<file path="config.mk">
export PLATFORM = sky130hd
export DESIGN_NAME = vtrs_word_aligner
export DESIGN_NICKNAME = d
export VERILOG_FILES = /design/src/rtl/vtrs_pkg.sv /design/src/rtl/vtrs_descrambler.sv /design/src/rtl/vtrs_detector.sv /design/src/rtl/vtrs_lock_fsm.sv /design/src/rtl/vtrs_word_aligner.sv
export SDC_FILE = /design/constraint.sdc
export NUM_CORES = 1
export LEC_CHECK = 0
export ABC_AREA = 0
export BUFFER_PORTS_ARGS = -buffer_cell sky130_fd_sc_hd__clkbuf_2
export CORE_MARGIN = 2
export CORE_UTILIZATION = 40
export DETAILED_ROUTE_END_ITERATION = 8
export GPL_ROUTABILITY_DRIVEN = 1
export PLACE_DENSITY = 0.54
export SLEW_MARGIN = 20
export SYNTH_ARGS = -nofsm -noshare
export SYNTH_HDL_FRONTEND = slang
export SYNTH_SLANG_ARGS = --single-unit
</file>
<file path="constraint.sdc">
create_clock -name clk -period 9.2 [get_ports clk]
set_clock_uncertainty 0.15 [all_clocks]
set_input_delay 1.38 -clock clk [delete_from_list [all_inputs] [get_ports clk]]
set_output_delay 1.38 -clock clk [all_outputs]
set_load 0.01 [all_outputs]
</file>
<file path="src/rtl/vtrs_pkg.sv">
`timescale 1ns/1ps
package vtrs_pkg;
  localparam int WORD_W    = 10;
  localparam int OFF_W     = $clog2(WORD_W);
  localparam int WIN_WORDS = 4;
  localparam int WIN_W     = WIN_WORDS * WORD_W;
  localparam int HIST_W    = WIN_W - WORD_W;
  localparam int TAP_NEAR  = 4;
  localparam int TAP_FAR   = 9;
  localparam int IGN_LSBS  = 2;
  localparam int LOCK_HITS = 3;
  localparam int CNT_W     = $clog2(LOCK_HITS + 1);

  typedef enum logic {ST_SEARCH = 1'b0, ST_LOCKED = 1'b1} align_st_t;
endpackage

</file>
<file path="src/rtl/vtrs_descrambler.sv">
`timescale 1ns/1ps
module vtrs_descrambler
  import vtrs_pkg::*;
(
  input  logic              clk,
  input  logic              rst_n,
  input  logic              advance,
  input  logic [WORD_W-1:0] raw,
  output logic [WORD_W-1:0] plain
);
  logic               last_q, last_d;
  logic [TAP_FAR-1:0] hist_q, hist_d;

  always_comb begin
    logic               rl;
    logic               nb;
    logic [TAP_FAR-1:0] nh;
    rl = last_q;
    nh = hist_q;
    plain = '0;
    for (int i = 0; i < WORD_W; i++) begin
      nb = raw[i] ^ rl;
      rl = raw[i];
      plain[i] = nb ^ nh[TAP_NEAR-1] ^ nh[TAP_FAR-1];
      nh = {nh[TAP_FAR-2:0], nb};
    end
    last_d = rl;
    hist_d = nh;
  end

  always_ff @(posedge clk) begin
    if (!rst_n) begin
      last_q <= 1'b0;
      hist_q <= '0;
    end else if (advance) begin
      last_q <= last_d;
      hist_q <= hist_d;
    end
  end
endmodule

</file>
<file path="src/rtl/vtrs_detector.sv">
`timescale 1ns/1ps
module vtrs_detector
  import vtrs_pkg::*;
(
  input  logic [WIN_W-1:0] win,
  output logic             hit,
  output logic [OFF_W-1:0] hit_off
);
  logic [WORD_W-1:0] match;

  for (genvar g = 0; g < WORD_W; g++) begin : g_off
    assign match[g] = (&win[g+IGN_LSBS +: WORD_W-IGN_LSBS]) &&
                      (win[g+WORD_W +: 2*WORD_W] == '0);
  end

  always_comb begin
    hit     = |match;
    hit_off = '0;
    for (int i = WORD_W - 1; i >= 0; i--) begin
      if (match[i]) hit_off = OFF_W'(i);
    end
  end
endmodule

</file>
<file path="src/rtl/vtrs_lock_fsm.sv">
`timescale 1ns/1ps
module vtrs_lock_fsm
  import vtrs_pkg::*;
#(
  parameter int TIMEOUT_WORDS = 2048
) (
  input  logic             clk,
  input  logic             rst_n,
  input  logic             enable,
  input  logic             accept,
  input  logic             hit,
  input  logic [OFF_W-1:0] hit_off,
  input  logic             sw_req,
  output logic             locked,
  output logic [OFF_W-1:0] off_nxt
);
  localparam int TMR_W = $clog2(TIMEOUT_WORDS);

  align_st_t        st_q, st_n;
  logic [CNT_W-1:0] cnt_q, cnt_n;
  logic [OFF_W-1:0] cand_q, cand_n, off_q, off_n, pend_q, pend_n;
  logic             pend_v_q, pend_v_n, armed_q, armed_n, sw_q;
  logic [TMR_W-1:0] tmr_q, tmr_n;
  logic             evt, armed_eff;

  assign evt       = accept && hit;
  assign armed_eff = armed_q | (sw_req & ~sw_q);

  always_comb begin
    st_n = st_q; cnt_n = cnt_q; cand_n = cand_q; off_n = off_q;
    pend_n = pend_q; pend_v_n = pend_v_q; armed_n = armed_q; tmr_n = tmr_q;
    if (!enable) begin
      st_n = ST_SEARCH; cnt_n = '0; pend_v_n = 1'b0; armed_n = 1'b0; tmr_n = '0;
    end else if (st_q == ST_SEARCH) begin
      armed_n = 1'b0;
      if (evt) begin
        if (cnt_q != '0 && hit_off == cand_q) begin
          if (cnt_q == CNT_W'(LOCK_HITS - 1)) begin
            st_n = ST_LOCKED; off_n = hit_off; cnt_n = '0; tmr_n = '0; pend_v_n = 1'b0;
          end else begin
            cnt_n = cnt_q + 1'b1;
          end
        end else begin
          cand_n = hit_off;
          cnt_n  = CNT_W'(1);
        end
      end
    end else begin
      armed_n = armed_eff;
      if (evt) begin
        tmr_n = '0;
        if (armed_eff) begin
          off_n = hit_off; armed_n = 1'b0; pend_v_n = 1'b0;
        end else if (hit_off == off_q) begin
          pend_v_n = 1'b0;
        end else if (pend_v_q && hit_off == pend_q) begin
          off_n = hit_off; pend_v_n = 1'b0;
        end else begin
          pend_n = hit_off; pend_v_n = 1'b1;
        end
      end else if (accept) begin
        if (tmr_q == TMR_W'(TIMEOUT_WORDS - 1)) begin
          st_n = ST_SEARCH; cnt_n = '0; pend_v_n = 1'b0; armed_n = 1'b0; tmr_n = '0;
        end else begin
          tmr_n = tmr_q + 1'b1;
        end
      end
    end
  end

  always_ff @(posedge clk) begin
    if (!rst_n) begin
      st_q <= ST_SEARCH; cnt_q <= '0; cand_q <= '0; off_q <= '0; pend_q <= '0;
      pend_v_q <= 1'b0; armed_q <= 1'b0; tmr_q <= '0; sw_q <= 1'b0;
    end else begin
      st_q <= st_n; cnt_q <= cnt_n; cand_q <= cand_n; off_q <= off_n; pend_q <= pend_n;
      pend_v_q <= pend_v_n; armed_q <= armed_n; tmr_q <= tmr_n; sw_q <= sw_req;
    end
  end

  assign locked  = (st_q == ST_LOCKED);
  assign off_nxt = off_n;


  lock_rise_chk: assert property (@(posedge clk) disable iff (!rst_n)
    $rose(locked) |-> $past(accept && hit && enable));


  mode_drop_chk: assert property (@(posedge clk) disable iff (!rst_n)
    !enable |=> !locked);


  drop_cause_chk: assert property (@(posedge clk) disable iff (!rst_n)
    $fell(locked) |-> $past(!enable || (accept && !hit)));


  off_move_chk: assert property (@(posedge clk) disable iff (!rst_n)
    (locked && $past(locked) && off_q != $past(off_q)) |-> $past(accept && hit));
endmodule

</file>
<file path="src/rtl/vtrs_word_aligner.sv">
`timescale 1ns/1ps
module vtrs_word_aligner
  import vtrs_pkg::*;
#(
  parameter int TIMEOUT_WORDS = 2048
) (
  input  logic              clk,
  input  logic              rst_n,
  input  logic              in_valid,
  output logic              in_ready,
  input  logic [WORD_W-1:0] in_data,
  output logic              out_valid,
  input  logic              out_ready,
  output logic [WORD_W-1:0] out_data,
  output logic              out_trs,
  input  logic              asi_mode,
  input  logic              video_en,
  input  logic              carrier_lost,
  input  logic              switch_resync,
  output logic              aligned
);
  logic              accept, enable, hit;
  logic [WORD_W-1:0] plain;
  logic [HIST_W-1:0] hist_q;
  logic [WIN_W-1:0]  win_next;
  logic [OFF_W-1:0]  hit_off, off_nxt;

  assign in_ready = !out_valid || out_ready;
  assign accept   = in_valid && in_ready;
  assign enable   = !asi_mode && video_en && !carrier_lost;
  assign win_next = {plain, hist_q};

  vtrs_descrambler u_desc (
    .clk     (clk),
    .rst_n   (rst_n),
    .advance (accept),
    .raw     (in_data),
    .plain   (plain)
  );

  vtrs_detector u_det (
    .win     (win_next),
    .hit     (hit),
    .hit_off (hit_off)
  );

  vtrs_lock_fsm #(.TIMEOUT_WORDS(TIMEOUT_WORDS)) u_fsm (
    .clk     (clk),
    .rst_n   (rst_n),
    .enable  (enable),
    .accept  (accept),
    .hit     (hit),
    .hit_off (hit_off),
    .sw_req  (switch_resync),
    .locked  (aligned),
    .off_nxt (off_nxt)
  );

  always_ff @(posedge clk) begin
    if (!rst_n) begin
      out_valid <= 1'b0;
      out_data  <= '0;
      out_trs   <= 1'b0;
      hist_q    <= '0;
    end else if (accept) begin
      out_valid <= 1'b1;
      out_data  <= win_next[off_nxt +: WORD_W];
      out_trs   <= hit;
      hist_q    <= win_next[WIN_W-1:WORD_W];
    end else if (out_ready) begin
      out_valid <= 1'b0;
      out_trs   <= 1'b0;
    end
  end


  stall_hold_chk: assert property (@(posedge clk) disable iff (!rst_n)
    (out_valid && !out_ready) |=> (out_valid && $stable(out_data) && $stable(out_trs)));
endmodule

</file>
==> flow_summary.yaml <==
drt:
  ant_nets: 0
  viasPerCell: 5.679
  wire_per_inst_um: 17.22
  drc: 0
  vias: 4231
  drt_iter0_drc: 267
  dr.pass1.iters: 5
  wl_um: 12830
finish:
  antennaDiodeCount: 0
  final_common_cell: "dfxtp_1"
  fin_nets: 612
  fillers: 1190
  mostFrequentLayoutCells: "dfxtp_1, nor2_1, nand2_1"
  syn_to_final_growth_pct: 10.40
  final_cells: 745
  drive_gt1_share_pct: 12.88
worst_hold_path:
  min_to: "hist_q[0]"
  hold_path.startpoint: "hist_q[0]"
  hp-class: "reg2reg"
  whs_path_depth: 2
clock_tree:
  postCtsSetupBuffers: 0
  cts_tree: "yes"
  clockRootBuffer: "clkbuf_16"
  clock_latency_ns: 0.35
  numCtsBuffers: 9
  cts_buffer_depth: 2
  cts.clk_slew.worst_paths_ns: 0.06
  clock_sinks: 81
  cts_max_level: 3
  ctsResizeCount: 0
  ctsHoldBuffers: 0
yosys:
  netlist_top_cells_area: "dfxtp_1, mux2i_1, nor2_1"
  synth_flop_cell: "dfxtp_1"
  syn-instance-count: 577
  syn_nets: 596
  synth-edff-count: 0
  synth_top_area_share_pct: 33.51
  syn_area_per_cell_sq_um: 8.385
  synth_cell_types: 67
  yosysSeqAreaShare_pct: 33.51
  synth_area_sq_um: 4838
  async_reset_ff_share_pct: 0
  ys_warn_count: 0
  synth_seq_cells: 81
  synth_largest_area_cell: "dfxtp_1"
setup_path:
  r2r_slack_ns: 4.07
  startpoint_type: "input pin"
  r2r-end: "out_data[3]"
  path_class: "in2reg"
  worstPathCellList: "clkbuf_2 > xor2_1 > xnor2_1 > nand4_1 > o32ai_2 > xor2_1 > or4b_2 > o21ai_1 > o21ai_4 > o21ai_2 > buf_4 > mux2i_1 > mux2i_1 > a221oi_1 > o21ai_1"
  r2r-start: "hist_q[15]"
  required_ns: 9.27
  cp_top_family: "compound AO/OA/AOI/OAI gates"
  crit_buf_inv: 2
  arrival_ns: 5.91
  slowest_delay_ns: 0.71
  slowest_stage: "o32ai_2"
  end_kind: "register"
  reg2reg_depth: 14
  cp_max_fo: 30
timing:
  hold_viol: 0
  worstMarginPinSlew_ns: 0.9705
  tns_ns: 0
  rsz0062_at_grt: "false"
  fmax_mhz: 171.4
  slew_headroom_pct: 34.42
  hold-worst-slack_ns: 0.3100
  period_minus_slack_ns: 5.836
  period_share_pct: 63.43
  setup_viol: 0
  report.final.slew_viol_count: 0
placement:
  place_congestion: 0.8829
  io_buffers: 31
  dp_cells: 729
  hpwlAfterDp_um: 9163
global_routing:
  antenna_found_initial: 0
  overflow: 0
  grt.total_usage_pct: 20.80
  grt_pass1_wl_um: 21180
  first_global_vias: 4095
  grt_max_degree: 58
power_and_ir_drop:
  powerDensity_nw_per_um2: 153.8
  power_switching_mw: 0.2291
  p_leak_nw: 2.090
  p_int_mw: 0.5926
  seq_power_share_pct: 46.4
  vdd_ir_drop_max_mv: 0.1112
  switching_share_pct: 27.88
  comb_power_share_pct: 12.2
  clockPowerShare_pct: 41.4
outcome:
  status: "finished clean"
floorplanning:
  start_util_pct: 40.62
  core_area_sq_um: 11910
  rows: 40
  die_w_um: 114.0
  dieArea_sq_um: 12990
  ios: 32
  die_y_um: 114.0
run:
  cap_viol_max_count: 0
==> cell families after synthesis <==
group | after synthesis | synth area share (%)
AOI/OAI and AO/OA | 115 | 17.22
xor gates and xnor gates | 43 | 8.999
adders and majority gates | 1 | 0.2586
buffers and inverters | 40 | 3.956
DFF | 81 | 33.51
muxes | 52 | 11.27
and+or+nand+nor | 245 | 24.77
==> metrics by stage <==
| stage | setup slack [ns] | util [%] | total power, mW | instance area, sq um |
|---|---|---|---|---|
| CTS | 3.407 | 44.84 | 0.8315 | 5341 |
| global route | 3.025 | 44.84 | 0.8600 | 5341 |
| detailed placement | 3.070 | 42.49 | 0.4897 | 5061 |
| finish | 3.364 | 44.84 | 0.8218 | 5341 |
| global placement | 3.124 | 42.49 | 0.4892 | 5061 |
| floorplan | 4.015 | - | 0.4558 | 4838 |
==> state kept, by name, summed over array words and instances (netlist names) <==
signal	flops
out_trs	1
out_valid	1
u_fsm.off_q	4
u_fsm.armed_q	1
u_fsm.cnt_q	2
u_fsm.cand_q	4
u_fsm.tmr_q	11
u_fsm.pend_v_q	1
u_desc.last_q	1
out_data	10
u_desc.hist_q	9
hist_q	30
u_fsm.pend_q	4
u_fsm.locked	1
u_fsm.sw_q	1
==> worst max-delay path by stage <==
stage          startpoint     endpoint  slack, ns  cells after the start
5_1_grt        in_data[1]  out_data[3]       3.03                     15
3_5_place_dp   in_data[1]  out_data[7]       3.07                     15
4_1_cts        in_data[1]  out_data[7]       3.41                     15
6_report       in_data[1]  out_data[3]       3.36                     15
2_1_floorplan  in_data[0]  out_data[3]       4.02                     14
3_3_place_gp   in_data[1]  out_data[7]       3.12                     15
==> layer usage <==
layer | up-vias | track usage [%] | wire (um)
met5 | - | 0 | 0
met4 | 0 | 9.593 | 369
met3 | 26 | 4.410 | 626
met2 | 105 | 34.05 | 6072
met1 | 2002 | 26.24 | 5757
li1 | 2098 | - | -
==> power groups by stage <==
stage / clock network (mW) / registers (mW) / logic, mW
after floorplan: 0 / 0.380 / 0.0756
after global placement: 0 / 0.389 / 0.100
after detailed placement: 0 / 0.389 / 0.101
after CTS: 0.349 / 0.381 / 0.101
after global routing: 0.366 / 0.383 / 0.111
final: 0.340 / 0.381 / 0.100
==> cells in the mapped netlist (4+ instances only) <==
cell type	instances
dfxtp_1	81
nor2_1	80
nand2_1	66
mux2i_1	46
a21oi_1	41
clkbuf_1	23
xnor2_1	21
xor2_1	18
nand3_1	17
a211oi_1	16
nor3_1	14
nand4_1	11
a22oi_1	10
and3_1	8
inv_1	8
nand3b_1	6
nor2b_1	6
nor4_1	6
o21ai_0	6
o21ai_1	6
a221oi_1	5
and2_1	5
nand2b_1	5
buf_6	4
o211ai_1	4
==> area by class of cell <==
cell class,instances,area (sq um),share of cell area [%]
Multi-Input combinational cell,456,3025,56.64
Sequential cell,81,1622,30.36
Clock buffer,10,239.0,4.474
Timing Repair Buffer,37,200.2,3.748
Tap cell,147,183.9,3.443
Clock inverter,6,41.29,0.7730
Inverter,8,30.03,0.5622
==> worst reg2reg max path, stage by stage (launching register included) <==
cell and delay [ns]:
dfxtp_1 0.46, nor4bb_1 0.90, and4_1 0.38, a2bb2oi_1 0.09, o32ai_2 0.39, xor2_1 0.16
or4b_2 0.67, o21ai_1 0.23, o21ai_4 0.15, o21ai_2 0.13, buf_4 0.38, mux2i_1 0.38
mux2i_1 0.16, a221oi_1 0.28, o21ai_1 0.10
Note: power is estimated with default switching activity, not from simulation.
